File: src/rtl/tlb_pkg.sv
package tlb_pkg;
    parameter int TLB_VPN_W  = 20;
    parameter int TLB_PFN_W  = 20;
    parameter int TLB_OFF_W  = 12;
    parameter int TLB_ASID_W = 8;

    typedef struct packed {
        logic                  v;
        logic                  rd;
        logic                  wr;
        logic [TLB_ASID_W-1:0] asid;
        logic [TLB_VPN_W-1:0]  vpn;
        logic [TLB_PFN_W-1:0]  pfn;
    } tlb_entry_t;
endpackage

File: src/rtl/tlb_lfsr.sv
module tlb_lfsr #(
    parameter int            W    = 16,
    parameter logic [W-1:0]  TAPS = 16'hB400,
    parameter logic [W-1:0]  SEED = 16'hACE1
) (
    input  logic         clk,
    input  logic         rst_n,
    output logic [W-1:0] rnd
);
    logic [W-1:0] lfsr_d, lfsr_q;

    always_comb begin
        lfsr_d = lfsr_q >> 1;
        if (lfsr_q[0]) lfsr_d = lfsr_d ^ TAPS;
    end

    always_ff @(posedge clk or negedge rst_n) begin
        if (!rst_n) lfsr_q <= SEED;
        else        lfsr_q <= lfsr_d;
    end

    assign rnd = lfsr_q;

    AST_LFSR_NONZERO: assert property (@(posedge clk) disable iff (!rst_n)
        lfsr_q != '0);
    AST_LFSR_ADVANCES: assert property (@(posedge clk) disable iff (!rst_n)
        $past(rst_n) |-> lfsr_q != $past(lfsr_q));
endmodule

File: src/rtl/tlb_cam.sv
module tlb_cam
    import tlb_pkg::*;
#(
    parameter int ENTRIES = 8,
    parameter int IDX_W   = $clog2(ENTRIES)
) (
    input  tlb_entry_t [ENTRIES-1:0]  ent,
    input  logic [TLB_VPN_W-1:0]      vpn,
    input  logic [TLB_ASID_W-1:0]     asid,
    output logic [ENTRIES-1:0]        match,
    output logic                      any,
    output logic [IDX_W-1:0]          idx
);
    for (genvar g = 0; g < ENTRIES; g++) begin : g_cmp
        assign match[g] = ent[g].v && (ent[g].vpn == vpn) && (ent[g].asid == asid);
    end

    assign any = |match;

    always_comb begin
        idx = '0;
        for (int i = ENTRIES - 1; i >= 0; i--) begin
            if (match[i]) idx = IDX_W'(i);
        end
    end
endmodule

File: src/rtl/tlb_victim.sv
module tlb_victim #(
    parameter int ENTRIES = 8,
    parameter int IDX_W   = $clog2(ENTRIES)
) (
    input  logic [ENTRIES-1:0] valid,
    input  logic               same_any,
    input  logic [IDX_W-1:0]   same_idx,
    input  logic [IDX_W-1:0]   rnd,
    output logic [IDX_W-1:0]   slot
);
    logic             free_any;
    logic [IDX_W-1:0] free_idx;

    always_comb begin
        free_any = 1'b0;
        free_idx = '0;
        for (int i = ENTRIES - 1; i >= 0; i--) begin
            if (!valid[i]) begin
                free_any = 1'b1;
                free_idx = IDX_W'(i);
            end
        end
    end

    // existing mapping first, then a free slot, then a random one
    always_comb begin
        if (same_any)      slot = same_idx;
        else if (free_any) slot = free_idx;
        else               slot = rnd;
    end
endmodule

File: src/rtl/tlb_assoc.sv
module tlb_assoc
    import tlb_pkg::*;
#(
    parameter int ENTRIES = 8,
    parameter int LFSR_W  = 16
) (
    input  logic                           clk,
    input  logic                           rst_n,
    input  logic                           lk_valid,
    input  logic [TLB_VPN_W+TLB_OFF_W-1:0] lk_vaddr,
    input  logic                           lk_write,
    input  logic [TLB_ASID_W-1:0]          cur_asid,
    output logic                           lk_hit,
    output logic                           lk_miss,
    output logic                           lk_fault,
    output logic [TLB_PFN_W+TLB_OFF_W-1:0] lk_paddr,
    input  logic                           fill_en,
    input  logic [TLB_VPN_W-1:0]           fill_vpn,
    input  logic [TLB_ASID_W-1:0]          fill_asid,
    input  logic [TLB_PFN_W-1:0]           fill_pfn,
    input  logic                           fill_rd,
    input  logic                           fill_wr,
    input  logic                           flush_all,
    input  logic                           flush_asid_en,
    input  logic [TLB_ASID_W-1:0]          flush_asid
);
    localparam int IDX_W = $clog2(ENTRIES);

    typedef struct packed {
        tlb_entry_t [ENTRIES-1:0] ent;
    } tlb_state_t;

    tlb_state_t st_d, st_q;

    logic [ENTRIES-1:0] valid_vec;
    for (genvar g = 0; g < ENTRIES; g++) begin : g_valid
        assign valid_vec[g] = st_q.ent[g].v;
    end

    // lookup path
    logic [ENTRIES-1:0] lk_match;
    logic               lk_any;
    logic [IDX_W-1:0]   lk_idx;

    tlb_cam #(.ENTRIES(ENTRIES), .IDX_W(IDX_W)) u_lk_cam (
        .ent   (st_q.ent),
        .vpn   (lk_vaddr[TLB_VPN_W+TLB_OFF_W-1:TLB_OFF_W]),
        .asid  (cur_asid),
        .match (lk_match),
        .any   (lk_any),
        .idx   (lk_idx)
    );

    tlb_entry_t sel;
    logic       perm_ok;
    assign sel     = st_q.ent[lk_idx];
    assign perm_ok = lk_write ? sel.wr : sel.rd;

    always_comb begin
        lk_hit   = lk_valid && lk_any && perm_ok;
        lk_fault = lk_valid && lk_any && !perm_ok;
        lk_miss  = lk_valid && !lk_any;
        lk_paddr = lk_hit ? {sel.pfn, lk_vaddr[TLB_OFF_W-1:0]} : '0;
    end

    // refill slot choice
    logic [ENTRIES-1:0] fill_match;
    logic               fill_any;
    logic [IDX_W-1:0]   fill_idx;
    logic [LFSR_W-1:0]  rnd;
    logic [IDX_W-1:0]   fill_slot;

    tlb_cam #(.ENTRIES(ENTRIES), .IDX_W(IDX_W)) u_fill_cam (
        .ent   (st_q.ent),
        .vpn   (fill_vpn),
        .asid  (fill_asid),
        .match (fill_match),
        .any   (fill_any),
        .idx   (fill_idx)
    );

    tlb_lfsr #(.W(LFSR_W)) u_lfsr (
        .clk   (clk),
        .rst_n (rst_n),
        .rnd   (rnd)
    );

    tlb_victim #(.ENTRIES(ENTRIES), .IDX_W(IDX_W)) u_victim (
        .valid    (valid_vec),
        .same_any (fill_any),
        .same_idx (fill_idx),
        .rnd      (rnd[IDX_W-1:0]),
        .slot     (fill_slot)
    );

    // next state: flush beats refill
    always_comb begin
        st_d = st_q;
        if (flush_all) begin
            for (int i = 0; i < ENTRIES; i++) st_d.ent[i].v = 1'b0;
        end else if (flush_asid_en) begin
            for (int i = 0; i < ENTRIES; i++) begin
                if (st_q.ent[i].asid == flush_asid) st_d.ent[i].v = 1'b0;
            end
        end else if (fill_en) begin
            st_d.ent[fill_slot].v    = 1'b1;
            st_d.ent[fill_slot].rd   = fill_rd;
            st_d.ent[fill_slot].wr   = fill_wr;
            st_d.ent[fill_slot].asid = fill_asid;
            st_d.ent[fill_slot].vpn  = fill_vpn;
            st_d.ent[fill_slot].pfn  = fill_pfn;
        end
    end

    always_ff @(posedge clk or negedge rst_n) begin
        if (!rst_n) st_q <= '0;
        else        st_q <= st_d;
    end

    // checks
    AST_ONE_OUTCOME: assert property (@(posedge clk) disable iff (!rst_n)
        lk_valid |-> $countones({lk_hit, lk_miss, lk_fault}) == 1);
    AST_IDLE_QUIET: assert property (@(posedge clk) disable iff (!rst_n)
        !lk_valid |-> ({lk_hit, lk_miss, lk_fault} == 3'b000 && lk_paddr == '0));
    AST_FAULT_NO_ADDR: assert property (@(posedge clk) disable iff (!rst_n)
        lk_fault |-> (lk_paddr == '0 && !lk_hit));
    AST_NO_DUPLICATE: assert property (@(posedge clk) disable iff (!rst_n)
        $onehot0(lk_match) && $onehot0(fill_match));
    AST_FLUSH_EMPTIES: assert property (@(posedge clk) disable iff (!rst_n)
        flush_all |=> valid_vec == '0);
    AST_FILL_NO_SHRINK: assert property (@(posedge clk) disable iff (!rst_n)
        (fill_en && !flush_all && !flush_asid_en) |=>
            $countones(valid_vec) >= $past($countones(valid_vec)));

    for (genvar g = 0; g < ENTRIES; g++) begin : g_ast
        AST_ASID_GONE: assert property (@(posedge clk) disable iff (!rst_n)
            flush_asid_en |=> !(st_q.ent[g].v && st_q.ent[g].asid == $past(flush_asid)));
    end
endmodule

File: config.mk
export PLATFORM = sky130hd
export DESIGN_NAME = tlb_assoc
export DESIGN_NICKNAME = d
export VERILOG_FILES = /design/src/rtl/tlb_pkg.sv /design/src/rtl/tlb_lfsr.sv /design/src/rtl/tlb_cam.sv /design/src/rtl/tlb_victim.sv /design/src/rtl/tlb_assoc.sv
export SDC_FILE = /design/constraint.sdc
export NUM_CORES = 1
export LEC_CHECK = 0
export BUFFER_PORTS_ARGS = -buffer_cell sky130_fd_sc_hd__buf_2
export CAP_MARGIN = 20
export CORE_MARGIN = 3
export CORE_UTILIZATION = 67
export CTS_CLUSTER_DIAMETER = 50
export DETAILED_ROUTE_END_ITERATION = 8
export HOLD_SLACK_MARGIN = 0.02
export PLACE_DENSITY = 0.86
export SKIP_LAST_GASP = 1
export SYNTH_ARGS = -nofsm -noshare
export SYNTH_HDL_FRONTEND = slang
export SYNTH_SLANG_ARGS = --single-unit
File: constraint.sdc
create_clock -name clk -period 8.45 [get_ports clk]
set_clock_uncertainty 0.15 [all_clocks]
set_input_delay 1.69 -clock clk [delete_from_list [all_inputs] [get_ports clk]]
set_output_delay 1.69 -clock clk [all_outputs]
set_load 0.05 [all_outputs]
==> run summary, run 1 <==
synth-to-layout area growth = 10.1%
maximum fanout along the worst path = 28
CTS Buf Count = 48
Yosys top cell area share = 42.3%
Slowest-stage cell, CP = nor4_1
post-CTS setup buffer count = 0
CTS H-tree depth = 2
Syn Area/Cell = 11.8 µm²
Final Total Pwr = 5.18 mW
RSZ-0062 raised after global routing = false
Leak = 12.6 nW
final setup fails = 0
Reg2Reg Depth = 11
grt met2 use = 63.5%
later-pin clock latency in the skew report = 0.59 ns
hold crit path type = register to register
clock sink count = 424
post-route ant nets = 0
Slew headroom = 16.9%
met3 Usage GRT = 13.4%
worst r2r src = st_q[143]
Final period util = 92.2%
HPWL after detailed placement = 58000 µm
IO Pins = 140
final setup TNS = 0 ns
GR Layer Usage met1 = 60.9%
port bufs = 139
wirelength, routed = 84400 µm
final hold violation count = 0
fin. max-slew vios = 0
via count of the first global-routing pass = 18711
TritonCTS clock tree = built
number of synthesized flops with an enable pin = 0
Most common cell on crit path = buf_2
Core Region = 35900 µm²
status = finished, final reports clean
aggregate global routing overflow = 0
Worst Path Arrival = 5.95 ns
worst hold stages = 0
Worst Hold Launch = u_lfsr.rnd[7]
fin util = 75.5%
DR WL/cell = 31.8 µm
synthesized cell area = 24600 µm²
CTS resizes = 0
critical path's largest stage delay = 0.68 ns
most frequent cells in the layout = 416 x dfrtp_1, 393 x mux2_2, 279 x xnor2_1, 237 x xor2_1, 139 x buf_2
synth top area cells = dfrtp_1 42%, mux2_2 18%, xnor2_1 9.9%
fraction of layout cells with a size suffix above 1 = 32.1%
Worst Path Required = 6.61 ns
Max Clk Rate = 128 MHz
initial antenna violation count = 3
Main synth FF type = dfrtp_1
average via count per standard cell = 6.92
total track usage = 43.3%
Initial DRT Pass Iterations = 5
Critical R2R Capture = st_q[141]
Core Rows = 69
VDD IR max = 181 µV
global-route wire length before repair = 124000 µm
WHS Endpoint = u_lfsr.rnd[6]
syn nets = 2193
Final WS setup = 0.657 ns
Worst Hold Margin = 0.206 ns
GP Congestion = 1.11
startpoint types = input pin
Setup WS pre-CTS = 0.790 ns
minimum clock period = 7.79 ns
cell taking the most area after synthesis = dfrtp_1
Clock transition at path regs = 0.06 ns
fill count = 2267
Worst-Margin Slew = 1.23 ns
Cells after Synth = 2088
DR DRC count = 0
commonest non-fill, non-tap cell in the layout = dfrtp_1
Max Cap Viol = 0
largest net degree at the start of global routing = 183
reg2reg setup slack = 2.51 ns
DIE AREA = 39100 µm²
synth unique cells = 65
Initial Util = 68.6%
#FFs+latches synth = 424
Crit Path Category = input pin to output pin
Root Buffer Master = clkbuf_16
cell family with most CP delay = compound AO/OA/AOI/OAI gates
hold_buf cts = 0
DR iter-0 viols = 2070
die height = 198 µm
CP Cell Sequence = buf_2 > xor2_1 > or4_1 > nor4_1 > o211ai_1 > a2111o_1 > nand2_2 > mux2i_1 > o221ai_1 > o211ai_4 > buf_12 > a2111oi_4 > buf_2
Die Wd = 198 µm
PD cells = 191 nW/µm²
Synthesis Warnings = 0
Synth async-reset ratio = 100%
grt peak-use layer = met2
vias = 18331
Net count, final = 2254
CP bufs+invs = 3
clock buffer depth = 3
CP endpoint kind = output pin
sequential area share after synthesis = 43.1%
==> cells by family (layout without fill, tap and decap cells) <==
logic type / Yosys count / in the layout / synth area share (%)
other: 0 / 2 / 0
AOI/OAI and AO/OA: 122 / 122 / 5.33
xor gates and xnor gates: 516 / 516 / 18.3
and+or+nand+nor: 382 / 382 / 8.96
buffers and inverters: 179 / 278 / 3.33
DFF: 424 / 424 / 43.1
muxes: 465 / 465 / 20.9
==> worst reg2reg max path: stages (launching register included) <==
cell,delay [ns]
dfrtp_1,0.46
xnor2_1,0.44
nand4_1,0.37
nor4_1,0.86
nand4_1,0.59
nand2_1,0.27
a211oi_1,0.09
nor3b_1,0.48
nor2b_1,0.36
and2_2,0.80
buf_4,0.53
mux2_2,0.43
==> layout make-up <==
type                            count  area [µm²]  area share (%)
Tap cell                          461         577            2.13
Clock buffer                       69        1420            5.24
Inverter                           19        71.3           0.263
Sequential cell                   424       10600            39.2
Timing Repair Buffer              171        1010            3.71
Antenna cell                        2        5.00          0.0185
Multi-Input combinational cell   1485       13300            48.9
Clock inverter                     19         141           0.521
==> Yosys cell counts (5+ instances only) <==
cell	count
dfrtp_1	416
mux2_2	393
xnor2_1	279
xor2_1	237
nand4_1	103
clkbuf_1	92
nor4_1	78
mux2i_1	64
nand2_1	54
buf_2	44
and2_1	29
nand3_1	28
nor2_1	25
a211oi_1	22
a22o_1	20
inv_1	19
a2111oi_4	17
buf_4	17
a21oi_1	10
nand2b_1	10
or4_1	10
dfstp_2	8
mux2_1	8
o41ai_1	8
nor3_1	7
o21ai_0	7
or2_2	7
a21boi_0	6
nor3b_1	6
and4_1	5
o211ai_1	5
==> routing by layer <==
layer  vias up  routed length [µm]  share of wire (%)
li1       7524                   -                  -
met1      9385               33600                 40
met2      1191               36800                 44
met3       227               10600                 13
met4         4                3310                3.9
met5         -                  27              0.032
==> power by group <==
group          internal (mW)  switching [mW]
clock                   1.18           0.891
combinational          0.327           0.466
sequential              2.16           0.155
==> stage by stage <==
stage	std cells	instance area, µm²
2_1_floorplan	2088	24600
3_3_place_gp	2559	25500
3_5_place_dp	2560	25500
4_1_cts	2648	27100
5_1_grt	2649	27100
6_report	2650	27100
==> flip-flops by register name, indices dropped and copies added (netlist names) <==
signal and flops:
u_lfsr.rnd 16, st_q 408
==> worst max-delay path by stage <==
stage / start / to / slack, ns / cells past startpoint
after floorplan: lk_vaddr[28] / lk_paddr[12] / 0.42 / 12
after global placement: cur_asid[7] / lk_paddr[30] / 0.82 / 13
after detailed placement: lk_vaddr[24] / lk_paddr[3] / 0.79 / 13
after CTS: lk_vaddr[24] / lk_paddr[27] / 0.79 / 13
after global routing: lk_vaddr[24] / lk_paddr[30] / 0.46 / 13
final: lk_vaddr[24] / lk_paddr[27] / 0.66 / 13
Power figures use the tool's default switching activity.
==> run 2: changes to the inputs <==
- PLACE_DENSITY: 0.86 -> 0.87
- SYNTH_HIERARCHICAL: default -> 1
==> run 2 against run 1 <==
Core utilization barely moved. Sequential power grew 2%. First-iteration DRC count down 22%. Synthesized cell count fell by 10%. Routed wire length decreased by 19%. Via count is 11% lower. Die area fell by 3.2%. Sequential share of layout area increased by 1.3 points. Global-route usage decreased by 7.2 points.
==> run summary, run 2 <==
TritonCTS clock tree = built (unchanged)
VDD IR max = 184 µV (was 181 µV)
Worst Hold Launch = u_lfsr/rnd[9] (was u_lfsr.rnd[7])
largest net degree at the start of global routing = 172 (was 183)
RSZ-0062 raised after global routing = false (unchanged)
max reg flops = 408 (unchanged)
Die Wd = 195 µm (was 198 µm)
synth-to-layout area growth = 10.2% (was 10.1%)
DR DRC count = 0 (unchanged)
GP Congestion = 1.00 (was 1.11)
Root Buffer Master = clkbuf_16 (unchanged)
Reg2Reg Depth = 14 (was 11)
Max Cap Viol = 0 (unchanged)
minimum clock period = 7.82 ns (was 7.79 ns)
aggregate global routing overflow = 0 (unchanged)
later-pin clock latency in the skew report = 0.59 ns (about the same)
PD cells = 202 nW/µm² (was 191 nW/µm²)
Max Clk Rate = 128 MHz (about the same)
status = finished, final reports clean (unchanged)
most frequent cells in the layout = 416 x dfrtp_1, 392 x mux2_2, 292 x xnor2_1, 209 x xor2_1, 138 x buf_2 (was 416 x dfrtp_1, 393 x mux2_2, 279 x xnor2_1, 237 x xor2_1, 139 x buf_2)
DR WL/cell = 28.0 µm (was 31.8 µm)
synthesized cell area = 23800 µm² (was 24600 µm²)
initial antenna violation count = 5 (was 3)
Synthesis Warnings = 6 (was 0)
DR iter-0 viols = 1606 (was 2070)
CP bufs+invs = 3 (unchanged)
clock sink count = 424 (unchanged)
average via count per standard cell = 6.64 (was 6.92)
die height = 195 µm (was 198 µm)
final setup fails = 0 (unchanged)
Top reg by flops = st_q (unchanged)
total track usage = 36.1% (was 43.3%)
Syn Area/Cell = 12.7 µm² (was 11.8 µm²)
startpoint types = input pin (unchanged)
Leak = 11.9 nW (was 12.6 nW)
grt peak-use layer = met2 (unchanged)
CTS resizes = 0 (unchanged)
syn nets = 1974 (was 2193)
final hold violation count = 0 (unchanged)
Initial Util = 68.5% (was 68.6%)
Worst-Margin Slew = 1.02 ns (was 1.23 ns)
post-CTS setup buffer count = 0 (unchanged)
WHS Endpoint = u_lfsr/rnd[8] (was u_lfsr.rnd[6])
Reg area = 10600 µm² (unchanged)
Final period util = 92.5% (was 92.2%)
Setup WS pre-CTS = 0.900 ns (was 0.790 ns)
vias = 16279 (was 18331)
Cells after Synth = 1869 (was 2088)
CTS H-tree depth = 2 (unchanged)
Worst Path Required = 6.61 ns (about the same)
Clock transition at path regs = 0.06 ns (about the same)
via count of the first global-routing pass = 16840 (was 18711)
CP Cell Sequence = buf_2 > xnor2_1 > nand4_1 > or4_4 > nor4_4 > nor3_1 > nor2_4 > nor2_1 > a22oi_1 > nand4_1 > buf_4 > a21boi_0 > buf_2 (was buf_2 > xor2_1 > or4_1 > nor4_1 > o211ai_1 > a2111o_1 > nand2_2 > mux2i_1 > o221ai_1 > o211ai_4 > buf_12 > a2111oi_4 > buf_2)
grt met2 use = 56.4% (was 63.5%)
met3 Usage GRT = 7.73% (was 13.4%)
Initial DRT Pass Iterations = 5 (unchanged)
maximum fanout along the worst path = 33 (was 28)
global-route wire length before repair = 104000 µm (was 124000 µm)
hold crit path type = register to register (unchanged)
Critical R2R Capture = st_q[241] (was st_q[141])
CTS Buf Count = 48 (unchanged)
Core Rows = 68 (was 69)
worst hold stages = 0 (unchanged)
final setup TNS = 0 ns (unchanged)
clock buffer depth = 3 (unchanged)
Layout Cells excl Fill = 2452 (was 2650)
DIE AREA = 37900 µm² (was 39100 µm²)
fin util = 75.5% (about the same)
hold_buf cts = 0 (unchanged)
cell family with most CP delay = simple AND/OR/NAND/NOR gates (was compound AO/OA/AOI/OAI gates)
HPWL after detailed placement = 45300 µm (was 58000 µm)
post-placement cell count = 2360 (was 2560)
IO Pins = 140 (unchanged)
Final WS setup = 0.633 ns (was 0.657 ns)
CP endpoint kind = output pin (unchanged)
fill count = 2187 (was 2267)
Multi-input gate area = 12400 µm² (was 13300 µm²)
wirelength, routed = 68700 µm (was 84400 µm)
commonest non-fill, non-tap cell in the layout = dfrtp_1 (unchanged)
post-route ant nets = 0 (unchanged)
Worst Path Arrival = 5.98 ns (was 5.95 ns)
Slew headroom = 31.7% (was 16.9%)
critical path's largest stage delay = 0.78 ns (was 0.68 ns)
Crit Path Category = input pin to output pin (unchanged)
Net count, final = 2061 (was 2254)
GR Layer Usage met1 = 49.4% (was 60.9%)
reg2reg setup slack = 3.02 ns (was 2.51 ns)
fin. max-slew vios = 0 (unchanged)
fraction of layout cells with a size suffix above 1 = 36.3% (was 32.1%)
port bufs = 139 (unchanged)
Core Region = 34800 µm² (was 35900 µm²)
Slowest-stage cell, CP = nor2_4 (was nor4_1)
worst r2r src = st_q[43] (was st_q[143])
==> run 2: per-stage QoR <==
step / area, µm² / power [mW] / hold WS [ns]
2_1_floorplan: 23800 / 2.88 / 0.181
3_3_place_gp: 24600 / 3.09 / 0.185
3_5_place_dp: 24600 / 3.13 / 0.191
4_1_cts: 26200 / 5.32 / 0.201
5_1_grt: 26300 / 5.48 / 0.200
6_report: 26300 / 5.31 / 0.196
==> run 2: layout make-up <==
type                    instances  area share (%)
clock buffers                  68            5.20
inverters                      11           0.157
well taps                     455            2.17
clock inverters                21            1.13
multi-input cells            1306            47.1
diodes                          2          0.0191
flip-flops and latches        424            40.4
repair buffers                165            3.79
==> run 2: layer usage <==
metal | share of wire, % | wire length (µm)
met1 | 40 | 27300
met2 | 47 | 32100
met3 | 8.9 | 6130
met4 | 4.5 | 3100
met5 | 0.054 | 37
==> run 2: report_power, final <==
group | internal, mW | switching [mW]
logic | 0.371 | 0.387
clock network | 1.32 | 0.870
registers | 2.19 | 0.172
total | 3.88 | 1.43
==> run 2: how the worst max path moves through the flow <==
stage                       startpoint           end  slack, ns  cells past startpoint
after floorplan           lk_vaddr[28]  lk_paddr[10]       1.32                     13
after global placement    lk_vaddr[27]  lk_paddr[16]       0.92                     13
after detailed placement   cur_asid[2]  lk_paddr[16]       0.90                     13
after CTS                  cur_asid[2]  lk_paddr[11]       0.75                     13
after global routing      lk_vaddr[14]  lk_paddr[11]       0.46                     13
final                      cur_asid[2]  lk_paddr[11]       0.63                     13
==> run 2: worst reg2reg max path: stages, from the launching register on <==
cell and delay, ns:
dfrtp_1 0.43, xor2_1 0.16, nor3_1 0.71, nand4_1 0.25, nor4_1 0.72, nor2_1 0.20, nand3_1 0.27, nor2b_1 0.09
a32oi_1 0.22, o21ai_1 0.13, nand2b_1 0.29, nor3_2 0.30, nand2_2 0.55, buf_4 0.52, mux2_2 0.35
==> run 3: changes to the inputs <==
==> constraint.sdc (replaced) <==
create_clock -name clk -period 8.45 [get_ports clk]
set_clock_uncertainty 0.15 [all_clocks]
set_input_delay 2.1125 -clock clk [delete_from_list [all_inputs] [get_ports clk]]
set_output_delay 2.1125 -clock clk [all_outputs]
set_load 0.05 [all_outputs]
==> run 3 against run 2 <==
Flip-flop and latch count did not move. Register-to-register slack better by 0.07 ns. Critical endpoint is now lk_paddr[22]. Largest cell class unchanged. Final cell count increased by 0.20%. Non-clock buffer count is 6 higher. Fmax down 3.4%. Sequential power is essentially flat. Sequential share of layout area is essentially flat.
==> run summary, run 3 (same netlist as run 2, synthesis figures left out) <==
startpoint types = input pin (unchanged)
worst hold stages = 0 (unchanged)
clock buffer depth = 3 (unchanged)
wirelength, routed = 67300 µm (was 68700 µm)
DR iter-0 viols = 1576 (was 1606)
Core Rows = 68 (unchanged)
VDD IR max = 253 µV (was 184 µV)
switching pwr = 1.43 mW (about the same)
Layout Cells excl Fill = 2457 (was 2452)
Initial DRT Pass Iterations = 5 (unchanged)
Core Region = 34800 µm² (unchanged)
port bufs = 139 (unchanged)
most frequent cells in the layout = 416 x dfrtp_1, 392 x mux2_2, 292 x xnor2_1, 209 x xor2_1, 138 x buf_2 (unchanged)
Final period util = 95.8% (was 92.5%)
Crit Path Category = input pin to output pin (unchanged)
fraction of layout cells with a size suffix above 1 = 36.7% (was 36.3%)
via count of the first global-routing pass = 16682 (was 16840)
commonest non-fill, non-tap cell in the layout = dfrtp_1 (unchanged)
Leak = 11.9 nW (about the same)
TritonCTS clock tree = built (unchanged)
final setup fails = 0 (unchanged)
DR DRC count = 0 (unchanged)
IO Pins = 140 (unchanged)
post-route cell area = 26300 µm² (about the same)
CTS Buf Count = 47 (was 48)
Multi-input gate area = 12400 µm² (unchanged)
Setup WS pre-CTS = 0.464 ns (was 0.900 ns)
die height = 195 µm (unchanged)
clock sink count = 424 (unchanged)
RSZ-0062 raised after global routing = false (unchanged)
post-placement cell count = 2367 (was 2360)
minimum clock period = 8.10 ns (was 7.82 ns)
status = finished, final reports clean (unchanged)
Max Clk Rate = 124 MHz (was 128 MHz)
CTS resizes = 0 (unchanged)
Reg area = 10600 µm² (unchanged)
Clock transition at path regs = 0.06 ns (about the same)
Slew headroom = 26.2% (was 31.7%)
final setup TNS = 0 ns (unchanged)
Worst Path Required = 6.19 ns (was 6.61 ns)
DR WL/cell = 27.4 µm (was 28.0 µm)
PD cells = 199 nW/µm² (was 202 nW/µm²)
DIE AREA = 37900 µm² (unchanged)
fin util = 75.5% (about the same)
total track usage = 35.5% (was 36.1%)
Die Wd = 195 µm (unchanged)
Logic pwr share = 14.7% (was 14.3%)
HPWL after detailed placement = 45200 µm (was 45300 µm)
later-pin clock latency in the skew report = 0.59 ns (about the same)
vias = 16121 (was 16279)
average via count per standard cell = 6.56 (was 6.64)
Net count, final = 2066 (was 2061)
Cell Area, Placed = 24700 µm² (was 24600 µm²)
clock network power share = 40.2% (was 41.2%)
maximum fanout along the worst path = 25 (was 33)
fill count = 2166 (was 2187)
global-route wire length before repair = 102000 µm (was 104000 µm)
CP endpoint kind = output pin (unchanged)
Top reg by flops = st_q (unchanged)
fin. max-slew vios = 0 (unchanged)
Final WS setup = 0.354 ns (was 0.633 ns)
aggregate global routing overflow = 0 (unchanged)
CTS H-tree depth = 2 (unchanged)
post-CTS setup buffer count = 0 (unchanged)
final hold violation count = 0 (unchanged)
synth-to-layout area growth = 10.3% (was 10.2%)
Max Cap Viol = 0 (unchanged)
sequential power share = 45.1% (was 44.5%)
initial antenna violation count = 8 (was 5)
hold crit path type = register to register (unchanged)
max reg flops = 408 (unchanged)
hold_buf cts = 0 (unchanged)
Reg2Reg Depth = 14 (unchanged)
switching portion of total power = 27.3% (was 26.9%)
Worst-Margin Slew = 1.10 ns (was 1.02 ns)
post-route ant nets = 0 (unchanged)
Initial Util = 68.5% (unchanged)
largest net degree at the start of global routing = 174 (was 172)
Pint = 3.81 mW (was 3.88 mW)
Worst Path Arrival = 5.83 ns (was 5.98 ns)
Root Buffer Master = clkbuf_16 (unchanged)
GP Congestion = 1.06 (was 1.00)
run 3: changes by cell type in the layout (fill, tap and decap cells not counted), sizes merged:
cell,before,now
clkinvlp,2,5
buf,165,171
clkbuf,68,65
diode,2,3
clkinv,9,10
bufinv,6,3
run 3: power by group through the flow:
stage	Clock [mW]	Sequential (mW)	Combinational, mW
after CTS	2.12	2.36	0.757
final	2.11	2.36	0.770
after global placement	0	2.38	0.725
after detailed placement	0	2.39	0.750
after floorplan	0	2.34	0.538
after global routing	2.21	2.38	0.819
run 3: per-stage QoR:
step | hold WS [ns] | power, mW
floorplan | 0.181 | 2.88
global placement | 0.188 | 3.10
detailed placement | 0.192 | 3.14
CTS | 0.207 | 5.24
global route | 0.214 | 5.40
finish | 0.205 | 5.24
run 3: path summary, 6_finish.rpt:
| check | start | endpoint | slack (ns) |
|---|---|---|---|
| worst max-delay path | lk_vaddr[23] | lk_paddr[22] | 0.35 |
| worst min-delay path | u_lfsr/rnd[4] | u_lfsr/rnd[3] | 0.21 |
| worst max register to register | st_q[130] | st_q[133] | 3.09 |
| worst min register to register | u_lfsr/rnd[4] | u_lfsr/rnd[3] | 0.21 |
| max in group asynchronous | rst_n | st_q[354] | 5.20 |
| min in group asynchronous | rst_n | st_q[188] | 1.44 |
run 3: layout make-up:
cell class	instances	area share (%)
multi-input cells	1306	47.0
clock buffers	65	5.23
inverters	11	0.157
well taps	455	2.17
clock inverters	22	0.895
flip-flops and latches	424	40.4
diodes	3	0.0286
repair buffers	171	4.08
run 3: per-layer routing:
| layer | global-route usage (%) | share of wire [%] |
|---|---|---|
| met2 | 55.1 | 46 |
| met1 | 47.4 | 39 |
| met5 | 0 | 0.092 |
| met4 | 16.3 | 5.2 |
| met3 | 9.05 | 10 |
run 3: worst max-delay path: stages:
cell and delay (ns):
buf_2 0.28, xnor2_1 0.16, nand4_1 0.18, or4_4 0.57, o41ai_1 0.41, a21oi_1 0.16
o31ai_4 0.23, buf_12 0.26, buf_12 0.26, mux4_2 0.54, mux2i_1 0.27, a21oi_1 0.10
buf_2 0.23
